[src/rtl/servo_pkg.sv]
package servo_pkg;

  localparam int STEER_CW = 3;
  localparam int DRIVE_CW = 2;

  typedef enum logic [1:0] {
    SEL_USER_STEER = 2'd0,
    SEL_USER_DRIVE = 2'd1,
    SEL_SAFE_STEER = 2'd2,
    SEL_SAFE_DRIVE = 2'd3
  } cmd_sel_e;

  localparam logic [1:0] MODE_WARN = 2'd2;
  localparam logic [1:0] MODE_AUTO = 2'd3;

  typedef struct packed {
    logic [STEER_CW-1:0] steer;
    logic [DRIVE_CW-1:0] drive;
  } cmd_pair_t;

endpackage

[src/rtl/servo_timebase.sv]
module servo_timebase #(
  parameter int TICK_DIV    = 50,
  parameter int FRAME_TICKS = 20000,
  localparam int FW = $clog2(FRAME_TICKS)
) (
  input  logic          clk,
  input  logic          rst_n,
  output logic [FW-1:0] fr_cnt_q,
  output logic [FW-1:0] fr_cnt_d,
  output logic          frame_end
);

  logic tick;

  generate
    if (TICK_DIV > 1) begin : g_div
      localparam int PW = $clog2(TICK_DIV);
      logic [PW-1:0] pre_q, pre_d;

      always_comb begin
        tick  = (pre_q == PW'(TICK_DIV - 1));
        pre_d = tick ? '0 : pre_q + 1'b1;
      end

      always_ff @(posedge clk or negedge rst_n) begin
        if (!rst_n) pre_q <= '0;
        else        pre_q <= pre_d;
      end
    end else begin : g_nodiv
      always_comb tick = 1'b1;
    end
  endgenerate

  always_comb begin
    frame_end = tick && (fr_cnt_q == FW'(FRAME_TICKS - 1));
    fr_cnt_d  = fr_cnt_q;
    if (tick) fr_cnt_d = frame_end ? '0 : fr_cnt_q + 1'b1;
  end

  always_ff @(posedge clk or negedge rst_n) begin
    if (!rst_n) fr_cnt_q <= '0;
    else        fr_cnt_q <= fr_cnt_d;
  end

endmodule

[src/rtl/servo_cmd_regs.sv]
module servo_cmd_regs
  import servo_pkg::*;
(
  input  logic                clk,
  input  logic                rst_n,
  input  logic                wr_en,
  input  cmd_sel_e            wr_sel,
  input  logic [STEER_CW-1:0] wr_data,
  output cmd_pair_t           user_cmd,
  output cmd_pair_t           safe_cmd
);

  cmd_pair_t user_d, safe_d;

  always_comb begin
    user_d = user_cmd;
    safe_d = safe_cmd;
    if (wr_en) begin
      unique case (wr_sel)
        SEL_USER_STEER: user_d.steer = wr_data;
        SEL_USER_DRIVE: user_d.drive = wr_data[DRIVE_CW-1:0];
        SEL_SAFE_STEER: safe_d.steer = wr_data;
        SEL_SAFE_DRIVE: safe_d.drive = wr_data[DRIVE_CW-1:0];
        default: ;
      endcase
    end
  end

  always_ff @(posedge clk or negedge rst_n) begin
    if (!rst_n) begin
      user_cmd <= '0;
      safe_cmd <= '0;
    end else begin
      user_cmd <= user_d;
      safe_cmd <= safe_d;
    end
  end

endmodule

[src/rtl/servo_override.sv]
module servo_override
  import servo_pkg::*;
#(
  parameter int WARN_FRAMES = 25,
  localparam int CW = $clog2(WARN_FRAMES + 1)
) (
  input  logic       clk,
  input  logic       rst_n,
  input  logic [1:0] mode,
  input  logic       threat,
  input  logic       frame_end,
  output logic       take_now,
  output logic       warn_o
);

  logic [CW-1:0] wcnt_q, wcnt_d;
  logic          src_safe_q, src_safe_d;
  logic          pending, warned_out;

  always_comb begin
    pending    = (mode == MODE_WARN) && threat;
    warned_out = (wcnt_q >= CW'(WARN_FRAMES));
    take_now   = ((mode == MODE_AUTO) && threat) || (pending && warned_out);
    if (!pending)                     wcnt_d = '0;
    else if (frame_end && !warned_out) wcnt_d = wcnt_q + 1'b1;
    else                              wcnt_d = wcnt_q;
    src_safe_d = frame_end ? take_now : src_safe_q;
    warn_o     = pending && !src_safe_q;
  end

  always_ff @(posedge clk or negedge rst_n) begin
    if (!rst_n) begin
      wcnt_q     <= '0;
      src_safe_q <= 1'b0;
    end else begin
      wcnt_q     <= wcnt_d;
      src_safe_q <= src_safe_d;
    end
  end

endmodule

[src/rtl/servo_channel.sv]
module servo_channel #(
  parameter bit IS_STEER = 1'b1,
  parameter int FW       = 15,
  parameter int W_MIN    = 1000,
  parameter int W_SLO    = 1400,
  parameter int W_MID    = 1500,
  parameter int W_SHI    = 1600,
  parameter int W_MAX    = 2000
) (
  input  logic          clk,
  input  logic          rst_n,
  input  logic [2:0]    cmd,
  input  logic          load,
  input  logic [FW-1:0] fr_cnt_d,
  output logic          pwm
);

  logic [FW-1:0] width_q, width_d, width_dec;
  logic          pwm_d;

  generate
    if (IS_STEER) begin : g_steer
      always_comb begin
        unique case (cmd)
          3'd1:    width_dec = FW'(W_MIN);
          3'd2:    width_dec = FW'(W_SLO);
          3'd3:    width_dec = FW'(W_SHI);
          3'd4:    width_dec = FW'(W_MAX);
          default: width_dec = FW'(W_MID);
        endcase
      end
    end else begin : g_drive
      always_comb begin
        unique case (cmd)
          3'd1:    width_dec = FW'(W_MIN);
          3'd2:    width_dec = FW'(W_MAX);
          default: width_dec = FW'(W_MID);
        endcase
      end
    end
  endgenerate

  always_comb begin
    width_d = load ? width_dec : width_q;
    pwm_d   = (fr_cnt_d < width_d);
  end

  always_ff @(posedge clk or negedge rst_n) begin
    if (!rst_n) begin
      width_q <= FW'(W_MID);
      pwm     <= 1'b1;
    end else begin
      width_q <= width_d;
      pwm     <= pwm_d;
    end
  end

endmodule

[src/rtl/servo_pulse_gen.sv]
module servo_pulse_gen
  import servo_pkg::*;
#(
  parameter int TICK_DIV    = 50,
  parameter int FRAME_TICKS = 20000,
  parameter int W_MIN       = 1000,
  parameter int W_SLO       = 1400,
  parameter int W_MID       = 1500,
  parameter int W_SHI       = 1600,
  parameter int W_MAX       = 2000,
  parameter int WARN_FRAMES = 25
) (
  input  logic       clk,
  input  logic       rst_n,
  input  logic       wr_en,
  input  logic [1:0] wr_addr,
  input  logic [2:0] wr_data,
  input  logic [1:0] mode,
  input  logic       threat,
  output logic       steer_pwm,
  output logic       drive_pwm,
  output logic       warn_o
);

  localparam int FW    = $clog2(FRAME_TICKS);
  localparam int N_CH  = 2;

  logic          rst_s1, rst_i;
  logic [FW-1:0] fr_cnt_q, fr_cnt_d;
  logic          frame_end, take_now;
  cmd_pair_t     user_cmd, safe_cmd, sel_cmd;
  logic [2:0]    ch_cmd [N_CH];
  logic [N_CH-1:0] pwm_vec;

  always_ff @(posedge clk or negedge rst_n) begin
    if (!rst_n) begin
      rst_s1 <= 1'b0;
      rst_i  <= 1'b0;
    end else begin
      rst_s1 <= 1'b1;
      rst_i  <= rst_s1;
    end
  end

  servo_timebase #(.TICK_DIV(TICK_DIV), .FRAME_TICKS(FRAME_TICKS)) u_tb (
    .clk(clk), .rst_n(rst_i), .fr_cnt_q(fr_cnt_q), .fr_cnt_d(fr_cnt_d),
    .frame_end(frame_end)
  );

  servo_cmd_regs u_regs (
    .clk(clk), .rst_n(rst_i), .wr_en(wr_en), .wr_sel(cmd_sel_e'(wr_addr)),
    .wr_data(wr_data), .user_cmd(user_cmd), .safe_cmd(safe_cmd)
  );

  servo_override #(.WARN_FRAMES(WARN_FRAMES)) u_ovr (
    .clk(clk), .rst_n(rst_i), .mode(mode), .threat(threat),
    .frame_end(frame_end), .take_now(take_now), .warn_o(warn_o)
  );

  always_comb begin
    sel_cmd   = take_now ? safe_cmd : user_cmd;
    ch_cmd[0] = sel_cmd.steer;
    ch_cmd[1] = {1'b0, sel_cmd.drive};
  end

  generate
    for (genvar g = 0; g < N_CH; g++) begin : g_ch
      servo_channel #(
        .IS_STEER(g == 0), .FW(FW), .W_MIN(W_MIN), .W_SLO(W_SLO),
        .W_MID(W_MID), .W_SHI(W_SHI), .W_MAX(W_MAX)
      ) u_ch (
        .clk(clk), .rst_n(rst_i), .cmd(ch_cmd[g]), .load(frame_end),
        .fr_cnt_d(fr_cnt_d), .pwm(pwm_vec[g])
      );
    end
  endgenerate

  assign steer_pwm = pwm_vec[0];
  assign drive_pwm = pwm_vec[1];

endmodule

[config.mk]
export PLATFORM = sky130hd
export DESIGN_NAME = servo_pulse_gen
export DESIGN_NICKNAME = d
export VERILOG_FILES = /design/src/rtl/servo_pkg.sv /design/src/rtl/servo_timebase.sv /design/src/rtl/servo_cmd_regs.sv /design/src/rtl/servo_override.sv /design/src/rtl/servo_channel.sv /design/src/rtl/servo_pulse_gen.sv
export SDC_FILE = /design/constraint.sdc
export NUM_CORES = 1
export LEC_CHECK = 0
export BUFFER_PORTS_ARGS = -buffer_cell sky130_fd_sc_hd__buf_2
export CAP_MARGIN = 20
export CORE_MARGIN = 4
export CORE_UTILIZATION = 58
export CTS_BUF_LIST = sky130_fd_sc_hd__clkbuf_4
export DETAILED_ROUTE_END_ITERATION = 7
export PLACE_DENSITY = 0.76
export REMOVE_ABC_BUFFERS = 1
export SYNTH_ARGS = -nofsm -noshare
export SYNTH_HDL_FRONTEND = slang
export SYNTH_SLANG_ARGS = --single-unit
[constraint.sdc]
create_clock -name clk -period 1.9 [get_ports clk]
set_input_delay 0.095 -clock clk [delete_from_list [all_inputs] [get_ports clk]]
set_output_delay 0.095 -clock clk [all_outputs]
set_load 0.01 [all_outputs]
==> results of run 1 <==
-- cell usage after synthesis, drive strengths merged (7+ instances only) --
cell and n:
dfrtp 55, ha 36, nand2 36, nor2 26
inv 23, o21ai 18, dfstp 16, a21oi 14
nand3 13, xnor2 13, mux2 10, nand4 8
xor2 7
-- per-stage QoR --
step | util [%] | hold slack (ns) | std cells
floorplan | - | -0.2006 | 363
global placement | 73.26 | -0.1210 | 548
detailed placement | 73.26 | -0.1176 | 548
CTS | 88.66 | 0.05683 | 591
-- layer usage --
layer  overflow  track usage [%]
met1          1            75.33
met2         78            95.04
met3          4            61.11
met4         76            93.91
met5          0            15.58
-- kinds of logic after synthesis --
kind of cell,count (synthesis),synth area share [%]
AND/OR/NAND/NOR,131,17.51
flip-flops,71,47.00
AO/OA/AOI/OAI,65,11.06
adder cells (fa/ha/maj),36,11.78
buffers and inverters,32,3.437
XOR/XNOR,20,4.583
multiplexers,16,4.517
other,1,0.09811
-- what timing repair did --
| action | CTS |
|---|---|
| cloned | 2 |
| gates resized for setup | 123 |
| setup endpoints to repair | 52 |
| hold endpoints to repair | 12 |
| hold buffers | 5 |
| pin swaps | 34 |
| buffers inserted | 21 |
==> qor_table.md, run 1 <==
| Parameter | This run | Unit |
| --- | --- | --- |
| Result of the run | did not finish | - |
| Stage reached | global routing | - |
| First logged error message | [ERROR GRT-0232] Routing congestion too high. Check the congestion heatmap in the GUI. | - |
| Horizontal die dimension | 89.18 | um |
| Main flop type after synthesis | sky130_fd_sc_hd__dfrtp_1 | - |
| Final global-route overflow total | 159 | - |
| Area share of the largest cell type after synthesis | 36.01 | % |
| Initial cell density of the core | 59.86 | % |
| Post-synth design cell area | 3822 | um^2 |
| Placed wire-length estimate | 6705 | um |
| Height of the die | 89.18 | um |
| Overall Global Routing Usage | 78.93 | % |
| Pre-CTS worst setup slack | -1.592 | ns |
| Worst_ep grt | g_ch[1].u_ch.pwm$_DFF_PN1_/D | - |
| Maximum buffer depth of the clock tree | 2 | - |
| Synthesized area per cell | 10.28 | um^2 |
| Number of CTS-inserted buffers | 9 | - |
| Buffers added on ports | 13 | - |
| Post-synthesis sequential area ratio | 47.00 | % |
| Count of flip-flops with a built-in enable after synthesis | 0 | - |
| Share of synthesized flip-flops with an asynchronous set or reset | 100.0 | % |
| Post-DP Area | 4678 | um^2 |
| Pin type at the end of the worst path | register data pin | - |
| Cell variety after synth | 50 | - |
| Library cell with the largest summed area after synthesis | sky130_fd_sc_hd__dfrtp_1 | - |
| Count of boundary I/O pins | 14 | - |
| Count of warnings emitted by yosys | 0 | - |
| CTS sink cnt | 71 | - |
| Number of core rows | 29 | - |
| Count of state elements after synthesis | 71 | - |
| Maximum number of pins on one net before global-route repair | 26 | - |
| Biggest area contributors in the synthesized netlist | sky130_fd_sc_hd__dfrtp_1, sky130_fd_sc_hd__ha_1, sky130_fd_sc_hd__dfstp_2 | - |
| Clock tree root buffer cell | sky130_fd_sc_hd__clkbuf_4 | - |
| Cell count after synthesis | 372 | - |
| Total number of H-tree levels | 3 | - |
| Final estimated routing congestion in global placement | 0.9346 | - |
==> run 2, diff against run 1 <==
Settings changed: CORE_UTILIZATION 58 to 40, CTS_BUF_LIST sky130_fd_sc_hd__clkbuf_4 to unset, PLACE_DENSITY 0.76 to unset, PLACE_DENSITY_LB_ADDON set to 0.15.
Clock period 1.9 ns to 2.5 ns, I/O delays scaled along.
==> qor_table.md, run 2 <==
| Parameter | This run | Unit | vs previous |
| --- | --- | --- | --- |
| Setup ws final | -0.6723 | ns |  |
| Count of non-filler cells in the finished layout | 617 | - |  |
| Crit path DAT | 3.42 | ns |  |
| Worst clock skew | 0.008167 | ns |  |
| Count of state elements after synthesis | 71 | - | unchanged |
| Clk_lat worst skew | 0.35 | ns |  |
| Power per standard cell area | 498.5 | nW/um^2 |  |
| Detailed-route wire length | 8917 | um |  |
| Cell variety after synth | 50 | - | unchanged |
| Number of detailed-route iterations in the first pass | 5 | - |  |
| Worst setup path category | register to register | - |  |
| Number of DRC markers in iteration 0 | 87 | - |  |
| Biggest area contributors in the synthesized netlist | sky130_fd_sc_hd__dfrtp_1, sky130_fd_sc_hd__ha_1, sky130_fd_sc_hd__dfstp_2 | - |  |
| Post-synthesis sequential area ratio | 47.00 | % | unchanged |
| Leakage power of the design | 2.548 | nW |  |
| Clock-pin slew reported for the worst setup and hold paths after clock tree synthesis | 0.08 | ns |  |
| End point of the most critical hold path | u_regs.safe_cmd[4]$_DFFE_PN0P_ | - |  |
| Count of warnings emitted by yosys | 0 | - | unchanged |
| Max Transition Viols Final | 0 | - |  |
| Final worst path period need | 3.172 | ns |  |
| Count of boundary I/O pins | 14 | - | unchanged |
| Crit-path max FO | 3 | - |  |
| Count of placed standard cells including taps | 596 | - | +8.8% |
| Setup repair after global routing missed its margin | yes | - |  |
| Final non-filler cell area | 5180 | um^2 |  |
| Area share of the largest cell type after synthesis | 36.01 | % | unchanged |
| Critical Path Sink Type | register | - |  |
| Clock tree from TritonCTS | yes | - |  |
| Number of antenna repair diodes | 0 | - |  |
| Most common cell after layout, fill and taps aside | sky130_fd_sc_hd__buf_4 | - |  |
| Largest regs | g_ch.u_ch.width_q: 30 flops, u_tb.fr_cnt_q: 15 flops, u_tb.g_div.pre_q: 6 flops | - |  |
| Clock tree root buffer cell | sky130_fd_sc_hd__clkbuf_8 | - |  |
| Result of the run | finished with violations | - |  |
| Die ar. | 11180 | um^2 |  |
| CTS sink cnt | 71 | - | unchanged |
| Antenna violations before repair | 0 | - |  |
| Most used cells in the layout excluding fill and tap cells | sky130_fd_sc_hd__buf_4, sky130_fd_sc_hd__dfrtp_1, sky130_fd_sc_hd__nand2_1 | - |  |
| Layout fillers | 833 | - |  |
| Cell count after synthesis | 372 | - | unchanged |
| Vias in the first global route | 3109 | - |  |
| Finish-stage setup viols | 2 | - |  |
| Worst hold-check path type | input port to register | - |  |
| Placed wire-length estimate | 6638 | um | -1.0% |
| Startpoint of the worst register-to-register path | u_ovr.wcnt_q[0]$_DFFE_PN0P_ | - |  |
| Area grow syn2layout | 35.52 | % |  |
| Layout cells sized above 1 | 36.27 | % |  |
| Overall power | 2.582 | mW |  |
| Upper clock frequency limit | 0.3152 | GHz |  |
| Crit path required time | 2.75 | ns |  |
| Nature of the critical path startpoint | register | - |  |
| Flop-to-flop setup slack | -0.67 | ns |  |
| Largest Register | g_ch.u_ch.width_q | - |  |
| Min-Delay Startpoint | wr_data[2] | - |  |
| Flip-flop count of the largest register, all copies and words added | 30 | - |  |
| Start point of the critical path | u_ovr.wcnt_q[0]$_DFFE_PN0P_ | - |  |
| Buffers added on ports | 13 | - | unchanged |
| Floorplan Core Area | 9284 | um^2 |  |
| Number of CTS-inserted buffers | 9 | - | unchanged |
| Count of unresolved DRC violations after routing | 0 | - |  |
| Maximum number of pins on one net before global-route repair | 70 | - |  |
| Worst IR Drop VDD | 0.3403 | mV |  |
| Number of cells traversed by the worst hold path | 2 | - |  |
| Initial cell density of the core | 41.17 | % | -19 points |
| Share of synthesized flip-flops with an asynchronous set or reset | 100.0 | % | unchanged |
| Most frequent cells after synthesis | sky130_fd_sc_hd__dfrtp_1, sky130_fd_sc_hd__ha_1, sky130_fd_sc_hd__nand2_1, sky130_fd_sc_hd__nor2_1, sky130_fd_sc_hd__inv_1 | - |  |
| Main flop type after synthesis | sky130_fd_sc_hd__dfrtp_1 | - |  |
| Final layout net count | 530 | - |  |
| Total number of H-tree levels | 3 | - | unchanged |
| Count of flip-flops with a built-in enable after synthesis | 0 | - | unchanged |
| Post-detailed-route count of antenna-violating nets | 0 | - |  |
| Maximum buffer depth of the clock tree | 2 | - | unchanged |
| Horizontal die dimension | 105.8 | um | +19% |
| Pre-CTS worst setup slack | -1.033 | ns | +0.5594 ns |
| Post-route clock period utilization | 126.9 | % |  |
| Library cell with the largest summed area after synthesis | sky130_fd_sc_hd__dfrtp_1 | - |  |
| Overall Global Routing Usage | 17.19 | % |  |
| Synthesized area per cell | 10.28 | um^2 | unchanged |
| Final global-route overflow total | 0 | - |  |
| Global-route wire length before repair | 15060 | um |  |
| Height of the die | 105.8 | um | +19% |
| Final hold violation count | 0 | - |  |
| Via count of the routed design | 3077 | - |  |
| Post-DP Area | 4701 | um^2 | +0.48% |
| Detailed-route vias per instance | 4.987 | - |  |
| Violations in the final reports | negative setup slack | - |  |
| Post-synth design cell area | 3822 | um^2 | unchanged |
| Register-to-Register Path Depth | 13 | - |  |
| Count of maximum capacitance violations | 0 | - |  |
| Detail-routed net length per standard cell | 14.45 | um |  |
| Critical R2R Capture | g_ch[1].u_ch.pwm$_DFF_PN1_ | - |  |
| Most frequently used cell type in the post-synthesis netlist | sky130_fd_sc_hd__dfrtp_1 | - |  |
| Final estimated routing congestion in global placement | 0.8782 | - | -6.0% |
| Number of core rows | 35 | - | +21% |
run 2: cell counts after synthesis:
Identical to the previous run, type by type.
run 2: worst max path at each step:
stage	slack [ns]	end
final	-0.67	g_ch[1].u_ch.pwm$_DFF_PN1_
after global routing	-0.85	g_ch[1].u_ch.pwm$_DFF_PN1_
after CTS	-0.74	g_ch[1].u_ch.pwm$_DFF_PN1_
after detailed placement	-1.03	g_ch[1].u_ch.pwm$_DFF_PN1_
after global placement	-0.94	g_ch[1].u_ch.pwm$_DFF_PN1_
after floorplan	-1.14	g_ch[0].u_ch.pwm$_DFF_PN1_
run 2: metal layers:
metal | global-route usage [%] | vias up | wire (um)
met5 | 0 | - | 0
met4 | 7.863 | 0 | 255
met3 | 3.001 | 21 | 267
met2 | 26.55 | 45 | 4078
met1 | 23.55 | 1475 | 4316
li1 | - | 1536 | -
run 2: power breakdown:
group	internal [mW]	switching, mW
registers	1.19	0.0350
logic	0.174	0.158
clock network	0.587	0.436
run 2: through the flow:
step                util [%]  hold slack [ns]  TNS, ns
floorplan                  -          -0.1706   -2.735
global placement       50.63         -0.08853   -2.001
detailed placement     50.63         -0.08728   -2.236
CTS                    55.54         0.007606   -1.410
global route           55.80         0.009692   -1.632
finish                 55.80          0.02115   -1.342
run 2: kinds of logic (layout without fill, tap and decap cells):
logic type                 count (synthesis)  count (layout)  share of synthesized area, %
buffers and inverters                     32             148                         3.437
other                                      1               1                       0.09811
adders and majority gates                 36              36                         11.78
and+or+nand+nor                          131             131                         17.51
DFF                                       71              71                         47.00
muxes                                     16              16                         4.517
xor gates and xnor gates                  20              20                         4.583
AOI/OAI and AO/OA                         65              65                         11.06
run 2: timing repair:
| item | in CTS | in global routing |
|---|---|---|
| pin swaps | 22 | 4 |
| resized for setup | 42 | 6 |
| endpoints found under the hold margin | 2 | 0 |
| hold buffers | 1 | 0 |
| buffers inserted | 5 | 0 |
| endpoints found under the setup margin | 7 | 3 |
run 2: area by class of cell:
class	count	area, um^2	area share, %
flip-flops and latches	71	1798	34.71
clock buffers	12	145.1	2.802
repair buffers	109	834.6	16.11
multi-input cells	269	2085	40.24
inverters	23	86.33	1.667
clock inverters	4	70.07	1.353
well taps	129	161.4	3.116
run 2: critical path, stage by stage, from the launching register on:
cell and delay, ns:
sky130_fd_sc_hd__dfrtp_1 0.40, sky130_fd_sc_hd__buf_6 0.12, sky130_fd_sc_hd__or4_4 0.54, sky130_fd_sc_hd__a32oi_2 0.18
sky130_fd_sc_hd__buf_6 0.16, sky130_fd_sc_hd__mux2i_4 0.25, sky130_fd_sc_hd__buf_6 0.13, sky130_fd_sc_hd__ha_4 0.21
sky130_fd_sc_hd__mux2i_4 0.17, sky130_fd_sc_hd__ha_1 0.27, sky130_fd_sc_hd__a21oi_1 0.14, sky130_fd_sc_hd__and3_1 0.16
sky130_fd_sc_hd__a31oi_1 0.08, sky130_fd_sc_hd__nor4_1 0.27
Power figures use the tool's default switching activity.
==> run 3, diff against run 2 <==
Settings changed: CTS_BUF_LIST set to sky130_fd_sc_hd__clkbuf_8.
==> qor_table.md, run 3 (synthesis results as in run 2) <==
| Parameter | This run | Unit | vs previous |
| --- | --- | --- | --- |
| Largest Register | g_ch.u_ch.width_q | - |  |
| Fraction of power consumed by combinational cells | 12.9 | % | about the same |
| Final estimated routing congestion in global placement | 0.8782 | - | unchanged |
| Multi-input combinational cell area | 2085 | um^2 | unchanged |
| Global-route wire length before repair | 15060 | um | unchanged |
| Power per standard cell area | 497.0 | nW/um^2 | -0.29% |
| Antenna violations before repair | 0 | - | unchanged |
| Clock tree root buffer cell | sky130_fd_sc_hd__clkbuf_8 | - |  |
| Number of core rows | 35 | - | unchanged |
| Max Transition Viols Final | 0 | - | unchanged |
| Clk_lat worst skew | 0.35 | ns | about the same |
| Switching part of the total power | 24.45 | % | +0.096 points |
| Worst hold-check path type | input port to register | - |  |
| Detailed-route wire length | 8917 | um | unchanged |
| Count of boundary I/O pins | 14 | - | unchanged |
| Detail-routed net length per standard cell | 14.45 | um | unchanged |
| Total number of H-tree levels | 3 | - | unchanged |
| Clock network fraction of design power | 39.5 | % | about the same |
| Cell internal power dissipation | 1.945 | mW | -0.42% |
| Clock-pin slew reported for the worst setup and hold paths after clock tree synthesis | 0.08 | ns | about the same |
| Layout cells sized above 1 | 36.27 | % | unchanged |
| Flip-flop count of the largest register, all copies and words added | 30 | - | unchanged |
| Count of unresolved DRC violations after routing | 0 | - | unchanged |
| Setup ws final | -0.6697 | ns | +0.002652 ns |
| Most used cells in the layout excluding fill and tap cells | sky130_fd_sc_hd__buf_4, sky130_fd_sc_hd__dfrtp_1, sky130_fd_sc_hd__nand2_1 | - |  |
| Maximum buffer depth of the clock tree | 2 | - | unchanged |
| Number of DRC markers in iteration 0 | 87 | - | unchanged |
| Initial cell density of the core | 41.17 | % | unchanged |
| Crit path required time | 2.78 | ns | +0.03 ns |
| CTS sink cnt | 71 | - | unchanged |
| Crit-path max FO | 5 | - | +2 |
| Overall Global Routing Usage | 17.19 | % | unchanged |
| Via count of the routed design | 3077 | - | unchanged |
| Upper clock frequency limit | 0.3155 | GHz | about the same |
| Result of the run | finished with violations | - |  |
| Height of the die | 105.8 | um | unchanged |
| Final hold violation count | 0 | - | unchanged |
| Vias in the first global route | 3109 | - | unchanged |
| Worst setup path category | register to register | - |  |
| Final global-route overflow total | 0 | - | unchanged |
| Critical Path Sink Type | register | - |  |
| Largest regs | g_ch.u_ch.width_q: 30 flops, u_tb.fr_cnt_q: 15 flops, u_tb.g_div.pre_q: 6 flops | - |  |
| Finish-stage setup viols | 2 | - | unchanged |
| Area grow syn2layout | 35.52 | % | unchanged |
| Setup repair after global routing missed its margin | yes | - |  |
| Count of maximum capacitance violations | 0 | - | unchanged |
| Number of CTS-inserted buffers | 9 | - | unchanged |
| Violations in the final reports | negative setup slack | - |  |
| Worst clock skew | 0.008542 | ns | +0.0003758 ns |
| Floorplan Core Area | 9284 | um^2 | unchanged |
| Pre-CTS worst setup slack | -1.033 | ns | unchanged |
| Detailed-route vias per instance | 4.987 | - | unchanged |
| Switching power of the nets | 0.6294 | mW | +0.10% |
| Die ar. | 11180 | um^2 | unchanged |
| Crit path DAT | 3.45 | ns | +0.03 ns |
| Horizontal die dimension | 105.8 | um | unchanged |
| Final worst hold slack | 0.02114 | ns | -0.00001460 ns |
| Placed wire-length estimate | 6638 | um | unchanged |
| Maximum number of pins on one net before global-route repair | 70 | - | unchanged |
| Leakage power of the design | 2.556 | nW | +0.33% |
| Reg power frac | 47.6 | % | about the same |
| Nature of the critical path startpoint | register | - |  |
| Post-detailed-route count of antenna-violating nets | 0 | - | unchanged |
| Buffers added on ports | 13 | - | unchanged |
| Setup TNS after final layout | -1.339 | ns | +0.002740 ns |
| Layout fillers | 833 | - | unchanged |
| Final layout net count | 530 | - | unchanged |
| Final worst path period need | 3.170 | ns | -0.002652 ns |
| Post-route clock period utilization | 126.8 | % | about the same |
| Worst IR Drop VDD | 0.3403 | mV | unchanged |
| Combined flip-flop and latch cell area | 1798 | um^2 | unchanged |
| Number of detailed-route iterations in the first pass | 5 | - | unchanged |
| Most common cell after layout, fill and taps aside | sky130_fd_sc_hd__buf_4 | - |  |
| Number of antenna repair diodes | 0 | - | unchanged |
| Clock tree from TritonCTS | yes | - |  |
==> run 3: changes by cell type in the layout (fill, tap and decap cells not counted) <==
cell,change
sky130_fd_sc_hd__clkbuf_1,-2
sky130_fd_sc_hd__inv_1,+2
==> run 3: cell type report <==
type / count / area share, %
clock buffer: 10 / 2.657
inverter: 23 / 1.667
tap: 129 / 3.116
clock inverter: 6 / 1.498
multi-input combinational: 269 / 40.24
timing repair buffer: 109 / 16.11
sequential: 71 / 34.71
==> run 3: final timing paths <==
check / from / to / slack [ns] / cells after the start
max reg2reg: u_ovr.wcnt_q[0]$_DFFE_PN0P_ / g_ch[0].u_ch.pwm$_DFF_PN1_ / -0.67 / 13
min in group asynchronous: rst_n / rst_s1$_DFF_PN0_ / 0.08 / 2
max in group asynchronous: rst_i$_DFF_PN0_ / g_ch[1].u_ch.width_q[7]$_DFF_PN1_ / 1.87 / 1
min: wr_data[2] / u_regs.safe_cmd[4]$_DFFE_PN0P_ / 0.02 / 2
max: u_ovr.wcnt_q[0]$_DFFE_PN0P_ / g_ch[0].u_ch.pwm$_DFF_PN1_ / -0.67 / 13
min reg2reg: rst_i$_DFF_PN0_ / u_tb.g_div.pre_q[4]$_DFF_PN0_ / 0.28 / 1
==> run 3: worst max-delay path: stages (launching register included) <==
cell                      delay [ns]
sky130_fd_sc_hd__dfrtp_1        0.40
sky130_fd_sc_hd__buf_6          0.12
sky130_fd_sc_hd__or4_4          0.54
sky130_fd_sc_hd__buf_4          0.15
sky130_fd_sc_hd__a32o_2         0.25
sky130_fd_sc_hd__buf_4          0.15
sky130_fd_sc_hd__and3_1         0.19
sky130_fd_sc_hd__o31a_1         0.32
sky130_fd_sc_hd__ha_1           0.30
sky130_fd_sc_hd__nand4_1        0.10
sky130_fd_sc_hd__nor3_2         0.15
sky130_fd_sc_hd__buf_4          0.15
sky130_fd_sc_hd__nand4_1        0.11
sky130_fd_sc_hd__and3_1         0.17
==> run 3: power groups by stage <==
stage	combinational [mW]	sequential, mW	clock [mW]
after floorplan	0.132	1.25	0
after global placement	0.255	1.24	0
after detailed placement	0.260	1.24	0
after CTS	0.332	1.22	1.05
after global routing	0.371	1.23	1.10
final	0.332	1.23	1.02
==> run 3: what timing repair did <==
| item | 4_1_cts | 5_1_grt |
|---|---|---|
| setup buffers | 5 | 0 |
| endpoints found under the hold margin | 2 | 0 |
| endpoints found under the setup margin | 7 | 3 |
| resized for setup | 42 | 6 |
| pin swaps | 22 | 4 |
| hold buffers | 1 | 0 |
==> run 3: routing by layer <==
metal / global-route usage, % / vias to the layer above / wire [um]
met1: 23.55 / 1475 / 4316
met3: 3.001 / 21 / 267
li1: - / 1536 / -
met5: 0 / - / 0
met4: 7.863 / 0 / 255
met2: 26.55 / 45 / 4078
==> run 3: per-stage QoR <==
| stage | utilization (%) | power (mW) | area (um^2) | std cells |
|---|---|---|---|---|
| global route | 55.80 | 2.705 | 5180 | 617 |
| global placement | 50.63 | 1.495 | 4701 | 596 |
| finish | 55.80 | 2.575 | 5180 | 617 |
| detailed placement | 50.63 | 1.502 | 4701 | 596 |
| floorplan | - | 1.386 | 3777 | 363 |
| CTS | 55.54 | 2.607 | 5156 | 618 |
